File: src/rtl/tx_pkg.sv
package tx_pkg;
    typedef enum logic [1:0] {
        S_IDLE = 2'd0,
        S_LOW  = 2'd1,
        S_HIGH = 2'd2
    } tx_state_e;

    localparam logic FRAME_LR   = 1'b0;
    localparam logic FRAME_SYNC = 1'b1;

    localparam logic [1:0] HZ_DRIVE  = 2'd0;
    localparam logic [1:0] HZ_WINDOW = 2'd1;
endpackage

File: src/rtl/tx_bitpos.sv
module tx_bitpos #(
    parameter int CNT_W  = 11,
    parameter int NSLOT  = 8,
    parameter int SLOT_W = 3
) (
    input  logic              clk,
    input  logic              rst_n,
    input  logic              restart,
    input  logic              step,
    input  logic [CNT_W-1:0]  chan_bits,
    input  logic [SLOT_W-1:0] slot_last,
    input  logic [NSLOT-1:0]  slot_en,
    input  logic              win_now,
    output logic [CNT_W-1:0]  bit_idx,
    output logic [SLOT_W-1:0] slot_idx,
    output logic              slot_live,
    output logic              prev_win,
    output logic              load_due
);
    logic [CNT_W-1:0]  last_bit;
    logic              wrap;
    logic [CNT_W-1:0]  nxt_bit;
    logic [SLOT_W-1:0] nxt_slot;
    logic              nxt_live;

    always_comb begin
        last_bit = (chan_bits == '0) ? '0 : chan_bits - 1'b1;
        wrap     = (bit_idx >= last_bit);
        if (restart) begin
            nxt_bit  = '0;
            nxt_slot = '0;
        end else begin
            nxt_bit  = wrap ? '0 : bit_idx + 1'b1;
            nxt_slot = !wrap ? slot_idx :
                       (slot_idx >= slot_last) ? '0 : slot_idx + 1'b1;
        end
        nxt_live = slot_en[nxt_slot];
        load_due = (restart || wrap) && nxt_live;
    end

    always_ff @(posedge clk or negedge rst_n) begin
        if (!rst_n) begin
            bit_idx   <= '0;
            slot_idx  <= '0;
            slot_live <= 1'b0;
            prev_win  <= 1'b0;
        end else if (restart || step) begin
            bit_idx   <= nxt_bit;
            slot_idx  <= nxt_slot;
            slot_live <= nxt_live;
            prev_win  <= restart ? 1'b0 : win_now;
        end
    end
endmodule

File: src/rtl/tx_bitsel.sv
module tx_bitsel #(
    parameter int DW    = 32,
    parameter int CNT_W = 11
) (
    input  logic [CNT_W-1:0] bit_idx,
    input  logic [CNT_W-1:0] data_off,
    input  logic [2:0]       cont_code,
    input  logic [2:0]       cut_bits,
    input  logic             lsb_first,
    input  logic             slot_live,
    input  logic [DW-1:0]    sample,
    output logic             in_win,
    output logic             bit_val
);
    localparam int IDX_W = (DW > 1) ? $clog2(DW) : 1;

    logic [7:0]       cont_len;
    logic [7:0]       samp_len;
    logic [CNT_W-1:0] rel;
    logic             in_samp;
    logic [CNT_W-1:0] pos;

    always_comb begin
        cont_len = ({5'd0, cont_code} + 8'd1) << 2;
        samp_len = (cont_len > {5'd0, cut_bits}) ? cont_len - {5'd0, cut_bits} : 8'd0;
        rel      = bit_idx - data_off;
        in_win   = slot_live && (bit_idx >= data_off) && (rel < CNT_W'(cont_len));
        in_samp  = in_win && (rel < CNT_W'(samp_len));
        pos      = lsb_first ? rel : CNT_W'(samp_len) - 1'b1 - rel;
        bit_val  = in_samp && (pos < CNT_W'(DW)) && sample[pos[IDX_W-1:0]];
    end
endmodule

File: src/rtl/tx_framer.sv
module tx_framer
    import tx_pkg::*;
#(
    parameter int DW     = 32,
    parameter int CNT_W  = 11,
    parameter int SYNC_W = 8,
    parameter int NSLOT  = 8
) (
    input  logic                     clk,
    input  logic                     rst_n,
    input  logic                     tx_en,
    input  logic                     frame_sel,
    input  logic                     lr_pol,
    input  logic [2:0]               cont_code,
    input  logic [2:0]               cut_bits,
    input  logic [CNT_W-1:0]         chan_bits,
    input  logic [CNT_W-1:0]         data_off,
    input  logic [SYNC_W-1:0]        sync_w,
    input  logic [$clog2(NSLOT)-1:0] slot_last,
    input  logic [NSLOT-1:0]         slot_mask,
    input  logic                     lsb_first,
    input  logic                     drive_fall,
    input  logic [1:0]               hiz_mode,
    input  logic                     s_valid,
    input  logic [DW-1:0]            s_data,
    output logic                     s_ready,
    output logic                     bclk,
    output logic                     fclk,
    output logic                     sdo,
    output logic                     sdo_oe,
    output logic                     underflow
);
    localparam int SLOT_W = $clog2(NSLOT);

    tx_state_e state, state_nxt;

    logic              restart, step, load_due;
    logic [CNT_W-1:0]  bit_idx;
    logic [SLOT_W-1:0] slot_idx, slot_last_eff;
    logic [NSLOT-1:0]  slot_en_eff;
    logic              slot_live, prev_win, in_win, bit_val, f_now;
    logic [DW-1:0]     sample_q;
    logic              d_q, w_q, pw_q, f_q;
    logic              d_sel, w_sel, pw_sel, f_sel, first_half;

    // phase state machine: IDLE -> LOW -> HIGH -> LOW ...
    always_comb begin
        state_nxt = state;
        unique case (state)
            S_IDLE:  state_nxt = tx_en ? S_LOW  : S_IDLE;
            S_LOW:   state_nxt = tx_en ? S_HIGH : S_IDLE;
            S_HIGH:  state_nxt = tx_en ? S_LOW  : S_IDLE;
            default: state_nxt = S_IDLE;
        endcase
    end

    always_ff @(posedge clk or negedge rst_n) begin
        if (!rst_n) state <= S_IDLE;
        else        state <= state_nxt;
    end

    assign restart       = (state == S_IDLE) && tx_en;
    assign step          = (state == S_HIGH) && tx_en;
    assign slot_last_eff = (frame_sel == FRAME_LR) ? SLOT_W'(1) : slot_last;
    assign slot_en_eff   = (frame_sel == FRAME_LR) ? '1 : slot_mask;
    assign s_ready       = load_due && (restart || step);

    tx_bitpos #(.CNT_W(CNT_W), .NSLOT(NSLOT), .SLOT_W(SLOT_W)) u_pos (
        .clk(clk), .rst_n(rst_n), .restart(restart), .step(step),
        .chan_bits(chan_bits), .slot_last(slot_last_eff), .slot_en(slot_en_eff),
        .win_now(in_win), .bit_idx(bit_idx), .slot_idx(slot_idx),
        .slot_live(slot_live), .prev_win(prev_win), .load_due(load_due)
    );

    tx_bitsel #(.DW(DW), .CNT_W(CNT_W)) u_sel (
        .bit_idx(bit_idx), .data_off(data_off), .cont_code(cont_code),
        .cut_bits(cut_bits), .lsb_first(lsb_first), .slot_live(slot_live),
        .sample(sample_q), .in_win(in_win), .bit_val(bit_val)
    );

    // sample capture and starvation flag
    always_ff @(posedge clk or negedge rst_n) begin
        if (!rst_n) begin
            sample_q  <= '0;
            underflow <= 1'b0;
        end else begin
            underflow <= s_ready && !s_valid;
            if (s_ready) sample_q <= s_valid ? s_data : '0;
        end
    end

    always_comb begin
        if (frame_sel == FRAME_LR) f_now = (slot_idx == SLOT_W'(1)) ^ lr_pol;
        else f_now = (slot_idx == '0) && (bit_idx <= CNT_W'(sync_w));
    end

    // half-bit delayed copy used for rising-edge drive
    always_ff @(posedge clk or negedge rst_n) begin
        if (!rst_n) begin
            d_q <= 1'b0; w_q <= 1'b0; pw_q <= 1'b0; f_q <= 1'b0;
        end else if (state == S_IDLE) begin
            d_q <= 1'b0; w_q <= 1'b0; pw_q <= 1'b0; f_q <= 1'b0;
        end else if (state == S_LOW) begin
            d_q <= bit_val; w_q <= in_win; pw_q <= prev_win; f_q <= f_now;
        end
    end

    // output decode
    always_comb begin
        d_sel      = drive_fall ? bit_val  : d_q;
        w_sel      = drive_fall ? in_win   : w_q;
        pw_sel     = drive_fall ? prev_win : pw_q;
        f_sel      = drive_fall ? f_now    : f_q;
        first_half = drive_fall ? (state == S_LOW) : (state == S_HIGH);
        bclk = 1'b0; fclk = 1'b0; sdo = 1'b0;
        sdo_oe = (hiz_mode == HZ_DRIVE);
        if (state != S_IDLE) begin
            bclk = (state == S_HIGH);
            fclk = f_sel;
            if (hiz_mode == HZ_DRIVE)       sdo_oe = 1'b1;
            else if (hiz_mode == HZ_WINDOW) sdo_oe = w_sel;
            else                            sdo_oe = w_sel || (pw_sel && first_half);
            sdo = sdo_oe && d_sel;
        end
    end
endmodule

File: config.mk
export PLATFORM = sky130hd
export DESIGN_NAME = tx_framer
export DESIGN_NICKNAME = d
export VERILOG_FILES = /design/src/rtl/tx_pkg.sv /design/src/rtl/tx_bitpos.sv /design/src/rtl/tx_bitsel.sv /design/src/rtl/tx_framer.sv
export SDC_FILE = /design/constraint.sdc
export NUM_CORES = 1
export LEC_CHECK = 0
export BUFFER_PORTS_ARGS = -buffer_cell sky130_fd_sc_hd__buf_2
export CAP_MARGIN = 10
export CELL_PAD_IN_SITES_DETAIL_PLACEMENT = 0
export CELL_PAD_IN_SITES_GLOBAL_PLACEMENT = 2
export CORE_MARGIN = 1
export CORE_UTILIZATION = 34
export DETAILED_ROUTE_END_ITERATION = 8
export PLACE_DENSITY = 0.91
export SLEW_MARGIN = 10
export SYNTH_ARGS = -nofsm -noshare
export SYNTH_HDL_FRONTEND = slang
export SYNTH_SLANG_ARGS = --single-unit
File: constraint.sdc
create_clock -name clk -period 4.37 [get_ports clk]
set_input_delay 0.437 -clock clk [delete_from_list [all_inputs] [get_ports clk]]
set_output_delay 0.437 -clock clk [all_outputs]
set_load 0.01 [all_outputs]
==> qor.txt, run 1 <==
Synth Area in Compound Gates: 0.153
Port-buffer cells: 94
adder-cell share of the synthesized area: 0.152
clk_lat worst skew: 0.31 ns
CP most frequent cell: ha_4
Pleak: 3.63 nW
Setup Viol. Count Final: 1
CP Depth: 19
Die Wd: 129 um
Final Hold Vio Count: 0
combinational power share: 0.461
Switching Share: 0.347
failing checks: setup timing
routed wire length: 15.2 mm
vias: 5210
worst hold slack: 0.253 ns
Synth cell types: 70
Routability Congestion: 0.870
Die H: 129 um
grt ovf: 0
std cell rows: 46
DR WL/cell: 14.6 um
post-route ant nets: 0
ant diodes: 0
Syn Area/Cell: 8.45 um2
min-delay worst type: in2async
CTS hold repair buffers: 0
P_int: 1.25 mW
most common cell in the synthesized netlist: nand2_1
post-synthesis mux area share: 0.135
relative slew slack: 0.526
max-slew violation count: 0
clk root buf: clkbuf_16
sequential area share after synthesis: 0.249
main combinational cell family by area after synthesis: simple AND/OR/NAND/NOR gates
Worst EP required: 3.93 ns
initial drt markers: 215
Seq pwr share: 0.316
Sequential cell area: 1380 um2
ys async rst share: 1.00
DRC Markers: 0
total of max-cap violations: 0
WP buf/inv: 4
Critical Path Source Type: input port
Post-Place Cells: 1008
clk sinks: 55
CTS Buf Count: 5
simple-gate share of the synthesized area: 0.187
Final Cycle Share: 1.01
Final Skew: 0.0124 ns
Post-Layout Cell Count: 1042
area share of the largest cell type after synthesis: 0.249
maximum fanout along the worst path: 4
Vias/cell: 5.00
Worst VDD drop: 0.000197 V
H-Tree Depth: 2
most frequent cells after synthesis: 88 x nand2_1, 84 x inv_1, 64 x ha_1, 55 x dfrtp_1, 50 x mux2i_1
Clk pin slew, worst setup/hold paths: 0.07 ns
worst slew pin tran: 0.711 ns
Post-synth EDFFs: 0
Final min period: 4.44 ns
Slowest Stage Delay on Critical Path: 0.44 ns
Filler cells: 1608
initial core utilization: 0.348
DP HPWL: 12.0 mm
endpoint class of the critical path: primary output
GRT Total Usage: 0.185
flop-to-flop setup slack: 0.04 ns
fmax: 225 MHz
core area: 15900 um2
sw power: 0.663 mW
pwr dens: 259 nW/um2
XOR/XNOR Fraction of Synth Area: 0.0444
Placed Area: 6620 um2
dominant cells by area after synthesis: dfrtp_1 25%, ha_1 15%, mux2i_1 9.1%
mapped cell area: 5520 um2
Pre-antenna DRT Iters: 4
Reg2Reg Depth: 27
Synth Warn #: 0
Power, Total: 1.91 mW
crit path kind: in2out
Synth Flop Type: dfrtp_1
Crit path max-delay family: compound AO/OA/AOI/OAI gates
unrepaired setup endpoints after global routing: yes
die area: 16700 um2
crit path max-delay cell type: or4_4
power share of the clock group: 0.223
number of nets in the final layout: 980
Gate Count Post-Synth: 653
Ports: 95
Area growth syn-to-layout: 33.7%
largest net degree at the start of global routing: 56
status: complete, but fails checks
layout cell share with drive strength beyond 1: 0.331
fin worst setup slack: -0.0655 ns
initial antenna violation count: 1
area of the multi-input gates: 4100 um2
maximum clock path buffer count: 2
first-pass GRT wire length: 24.8 mm
TritonCTS clock tree: done
FF+latch count, synth: 55
vias in the first global route: 5324
ordered cell list for the critical path: buf_8 -> ha_4 -> nand2_2 -> or2_4 -> a221o_1 -> nand2_2 -> ha_4 -> o21ai_1 -> or4_4 -> inv_2 -> ha_4 -> buf_6 -> nand3_4 -> nor4_4 -> nor2_1 -> a311o_1 -> a2111o_1 -> o21ai_1 -> buf_2
post-synth top area cell: dfrtp_1
final instance area: 7380 um2
Worst EP arrival: 4.00 ns
==> cell type report <==
cell class	count	share of cell area
Multi-Input combinational cell	498	0.555
Sequential cell	55	0.187
Timing Repair Buffer	176	0.154
Inverter	89	0.0456
Tap cell	216	0.0366
Clock buffer	5	0.0170
Clock inverter	3	0.00458
==> through the flow <==
step	util	worst slack, ns	TNS, ns
floorplan	-	0.168	0
global placement	0.417	-0.204	-0.204
detailed placement	0.417	-0.231	-0.231
CTS	0.447	0.00163	0
global route	0.465	-0.206	-0.395
finish	0.465	-0.0655	-0.0655
==> cells in the final DEF, fill, tap and decap left out, types with 5 or more instances in the layout <==
master / n
nor2b_1: 9
nand4_1: 7
o22ai_1: 7
clkbuf_16: 5
a21o_1: 7
ha_4: 10
mux2i_1: 48
a21oi_1: 24
o21ai_1: 11
inv_2: 13
xnor2_2: 5
nand2_2: 6
xnor2_1: 9
nor2_1: 35
dfrtp_1: 54
inv_1: 74
nand2b_1: 8
o21ai_0: 19
a31oi_1: 5
o21a_1: 12
nand2_1: 83
buf_4: 77
nor3_1: 8
buf_2: 92
xor2_1: 11
ha_1: 52
nand3_1: 14
==> power by group through the flow <==
stage | Clock (mW) | Sequential [mW] | Combinational (mW)
2_1_floorplan | 0 | 0.601 | 0.474
3_3_place_gp | 0 | 0.611 | 0.726
3_5_place_dp | 0 | 0.613 | 0.737
4_1_cts | 0.438 | 0.603 | 0.818
5_1_grt | 0.455 | 0.612 | 0.972
6_report | 0.425 | 0.604 | 0.880
==> worst paths after layout <==
check                                        startpoint                      endpoint
setup / recovery                           cont_code[0]                           sdo
hold / removal                                    rst_n      sample_q[11]$_DFFE_PN0P_
setup reg to reg           u_pos.bit_idx[0]$_DFFE_PN0P_               d_q$_DFFE_PN0P_
hold reg to reg             u_pos.slot_live$_DFFE_PN0P_   u_pos.slot_live$_DFFE_PN0P_
max in group asynchronous                         rst_n  u_pos.bit_idx[2]$_DFFE_PN0P_
min in group clk                             s_data[27]      sample_q[27]$_DFFE_PN0P_
==> flip-flops by register name, summed over array words and instances, names as in the netlist <==
| signal | cells |
|---|---|
| sample_q | 32 |
| pw_q | 1 |
| u_pos.bit_idx | 11 |
| f_q | 1 |
| state | 2 |
| u_pos.prev_win | 1 |
| u_pos.slot_live | 1 |
| w_q | 1 |
| underflow | 1 |
| d_q | 1 |
| u_pos.slot_idx | 3 |
==> logic make-up (layout without fill, tap and decap cells) <==
family | Yosys count | in the layout
compound gates | 125 | 125
xor+xnor | 28 | 28
fa+ha+maj | 66 | 66
buf+inv | 101 | 273
flops | 55 | 55
mux | 63 | 63
other cells | 1 | 2
simple gates | 214 | 214
==> what timing repair did <==
item                                    4_1_cts  5_1_grt
buffers inserted                             19        7
resized for setup                            48       45
pin swaps                                    21       28
endpoints found under the setup margin        2        4
==> layer usage <==
layer  global-route usage  wire length, um  vias up
met4               0.0622              330        2
met5                    0                8        -
li1                     -                -     2630
met1                0.227             6760     2463
met2                0.332             7600       94
met3               0.0252              469       21
(Power assumes the default switching activity.)
==> run 2, diff against run 1 <==
--- a/config.mk
+++ b/config.mk
@@ -11,9 +11,11 @@
 export CELL_PAD_IN_SITES_GLOBAL_PLACEMENT = 2
 export CORE_MARGIN = 1
 export CORE_UTILIZATION = 34
+export CTS_CLUSTER_SIZE = 12
 export DETAILED_ROUTE_END_ITERATION = 8
-export PLACE_DENSITY = 0.91
+export PLACE_DENSITY_LB_ADDON = 0.15
 export SLEW_MARGIN = 10
 export SYNTH_ARGS = -nofsm -noshare
 export SYNTH_HDL_FRONTEND = slang
 export SYNTH_SLANG_ARGS = --single-unit
+export TNS_END_PERCENT = 50
==> run 2 against run 1 <==
Net effect: critical endpoint unchanged; combinational power decreased by 2%; via count down 2.1%; critical path type unchanged; clock-buffer cell count did not move; the flow still finishes with violations (setup timing).
==> qor.txt, run 2 (synthesis results as in run 1) <==
status: complete, but fails checks
failing checks: setup timing
flop-to-flop setup slack: 0.20 ns
Reg2Reg Depth: 23
clk root buf: clkbuf_16
crit path kind: in2out
largest net degree at the start of global routing: 56
Regs by FF count: sample_q x32, u_pos.bit_idx x11, u_pos.slot_idx x3
clk_lat worst skew: 0.30 ns
number of nets in the final layout: 970
Area growth syn-to-layout: 31.1%
Final Cycle Share: 1.00
pwr dens: 263 nW/um2
Routability Congestion: 0.850
WP buf/inv: 7
TritonCTS clock tree: done
R2R Path End: d_q$_DFFE_PN0P_
Die H: 129 um
maximum clock path buffer count: 2
CP most frequent cell: buf_4
Final Hold Vio Count: 0
worst slew pin tran: 0.723 ns
vias in the first global route: 5139
max-slew violation count: 0
dpl ws: -0.250 ns
ordered cell list for the critical path: buf_6 -> ha_4 -> or2_1 -> a221o_1 -> nand2_2 -> buf_4 -> buf_4 -> buf_4 -> buf_4 -> buf_4 -> ha_4 -> nor2b_4 -> o21a_1 -> o21a_1 -> o21ai_2 -> a21oi_2 -> a311o_1 -> a2111o_1 -> o21ai_1 -> buf_2
vias: 5099
initial core utilization: 0.348
Slowest Stage Delay on Critical Path: 0.43 ns
core area: 15900 um2
first-pass GRT wire length: 24.5 mm
Worst EP arrival: 3.95 ns
unrepaired setup endpoints after global routing: yes
initial drt markers: 133
Port-buffer cells: 94
Critical Path Source Type: input port
Pre-antenna DRT Iters: 4
commonest non-fill, non-tap cell in the layout: buf_2
Worst VDD drop: 0.000161 V
grt ovf: 0
relative slew slack: 0.518
Final Skew: 0.0131 ns
Crit path max-delay family: compound AO/OA/AOI/OAI gates
CTS hold repair buffers: 0
CTS Buf Count: 5
reg2reg start: u_pos.bit_idx[4]$_DFFE_PN0P_
H-Tree Depth: 2
endpoint class of the critical path: primary output
fmax: 228 MHz
layout cell share with drive strength beyond 1: 0.321
min-delay worst type: in2async
Setup Viol. Count Final: 1
routed wire length: 15.1 mm
DR WL/cell: 14.6 um
commonest cells after routing, fill and taps aside: 92 x buf_2, 82 x nand2_1, 78 x inv_1, 70 x buf_4, 55 x dfrtp_1
crit path max-delay cell type: a2111o_1
worst hold slack: 0.261 ns
Clk pin slew, worst setup/hold paths: 0.08 ns
Power, Total: 1.90 mW
Ports: 95
register with the most flip-flops: sample_q
total of max-cap violations: 0
max FFs per register: 32
GRT Total Usage: 0.186
CP Depth: 20
Die Wd: 129 um
initial antenna violation count: 1
die area: 16700 um2
Pleak: 3.59 nW
fin worst setup slack: -0.0194 ns
Vias/cell: 4.94
std cell rows: 46
Final min period: 4.39 ns
DP HPWL: 12.3 mm
DRC Markers: 0
Worst EP required: 3.93 ns
post-route ant nets: 0
maximum fanout along the worst path: 4
clk sinks: 55
[run 2: layout make-up]
class / instances / area, um2
antenna: 1 / 2.50
tap: 216 / 270
timing repair buffer: 166 / 1040
inverter: 89 / 334
fill: 1675 / 8650
clock buffer: 5 / 125
clock inverter: 3 / 33.8
multi-input combinational: 498 / 4060
sequential: 55 / 1380
[run 2: per-layer routing]
layer / wire (um) / global-route usage / vias to the layer above
met5: 0 / 0 / -
met4: 129 / 0.0376 / 0
met3: 384 / 0.0206 / 9
met2: 7860 / 0.348 / 67
met1: 6750 / 0.229 / 2412
li1: - / - / 2611
[run 2: worst max-delay path by stage]
| stage | startpoint | to | slack, ns |
|---|---|---|---|
| finish | cont_code[0] | sdo | -0.02 |
| detailed placement | cont_code[0] | sdo | -0.25 |
| global route | u_pos.bit_idx[0]$_DFFE_PN0P_ | sdo | -0.14 |
| CTS | cont_code[0] | sdo | 0.005 |
| global placement | cont_code[0] | sdo | -0.22 |
| floorplan | cont_code[0] | sdo | 0.17 |
[run 2: timing repair]
action,in CTS,in global routing
gates resized for setup,33,52
setup endpoints to repair,2,4
buffers inserted,14,4
pin swaps,20,27
[run 2: through the flow]
stage               setup TNS (ns)  utilization  std cells  area (um2)
floorplan                        0            -        654        5520
global placement            -0.218        0.415       1006        6590
detailed placement          -0.250        0.415       1006        6590
CTS                              0        0.441       1028        7000
global route                -0.191        0.455       1032        7230
finish                     -0.0194        0.456       1033        7240
[run 2: worst reg2reg max path, cell delays in order, from the launching register on]
cell      delay (ns)
dfrtp_1         0.39
ha_1            0.30
a21o_1          0.22
a31oi_2         0.19
o221ai_2        0.13
a21o_1          0.19
xnor2_1         0.14
buf_4           0.16
buf_4           0.14
ha_2            0.21
nor4_2          0.25
nand3_1         0.22
and2_4          0.23
o211ai_1        0.16
nand4_1         0.15
buf_4           0.16
buf_4           0.12
buf_4           0.12
buf_4           0.12
buf_4           0.12
buf_4           0.12
buf_4           0.12
nand3_1         0.07
o21ai_1         0.06
[run 2: power by group]
part | internal, mW | total [mW] | switching (mW)
sequential | 0.569 | 0.608 | 0.0386
clock | 0.221 | 0.434 | 0.213
combinational | 0.447 | 0.861 | 0.414
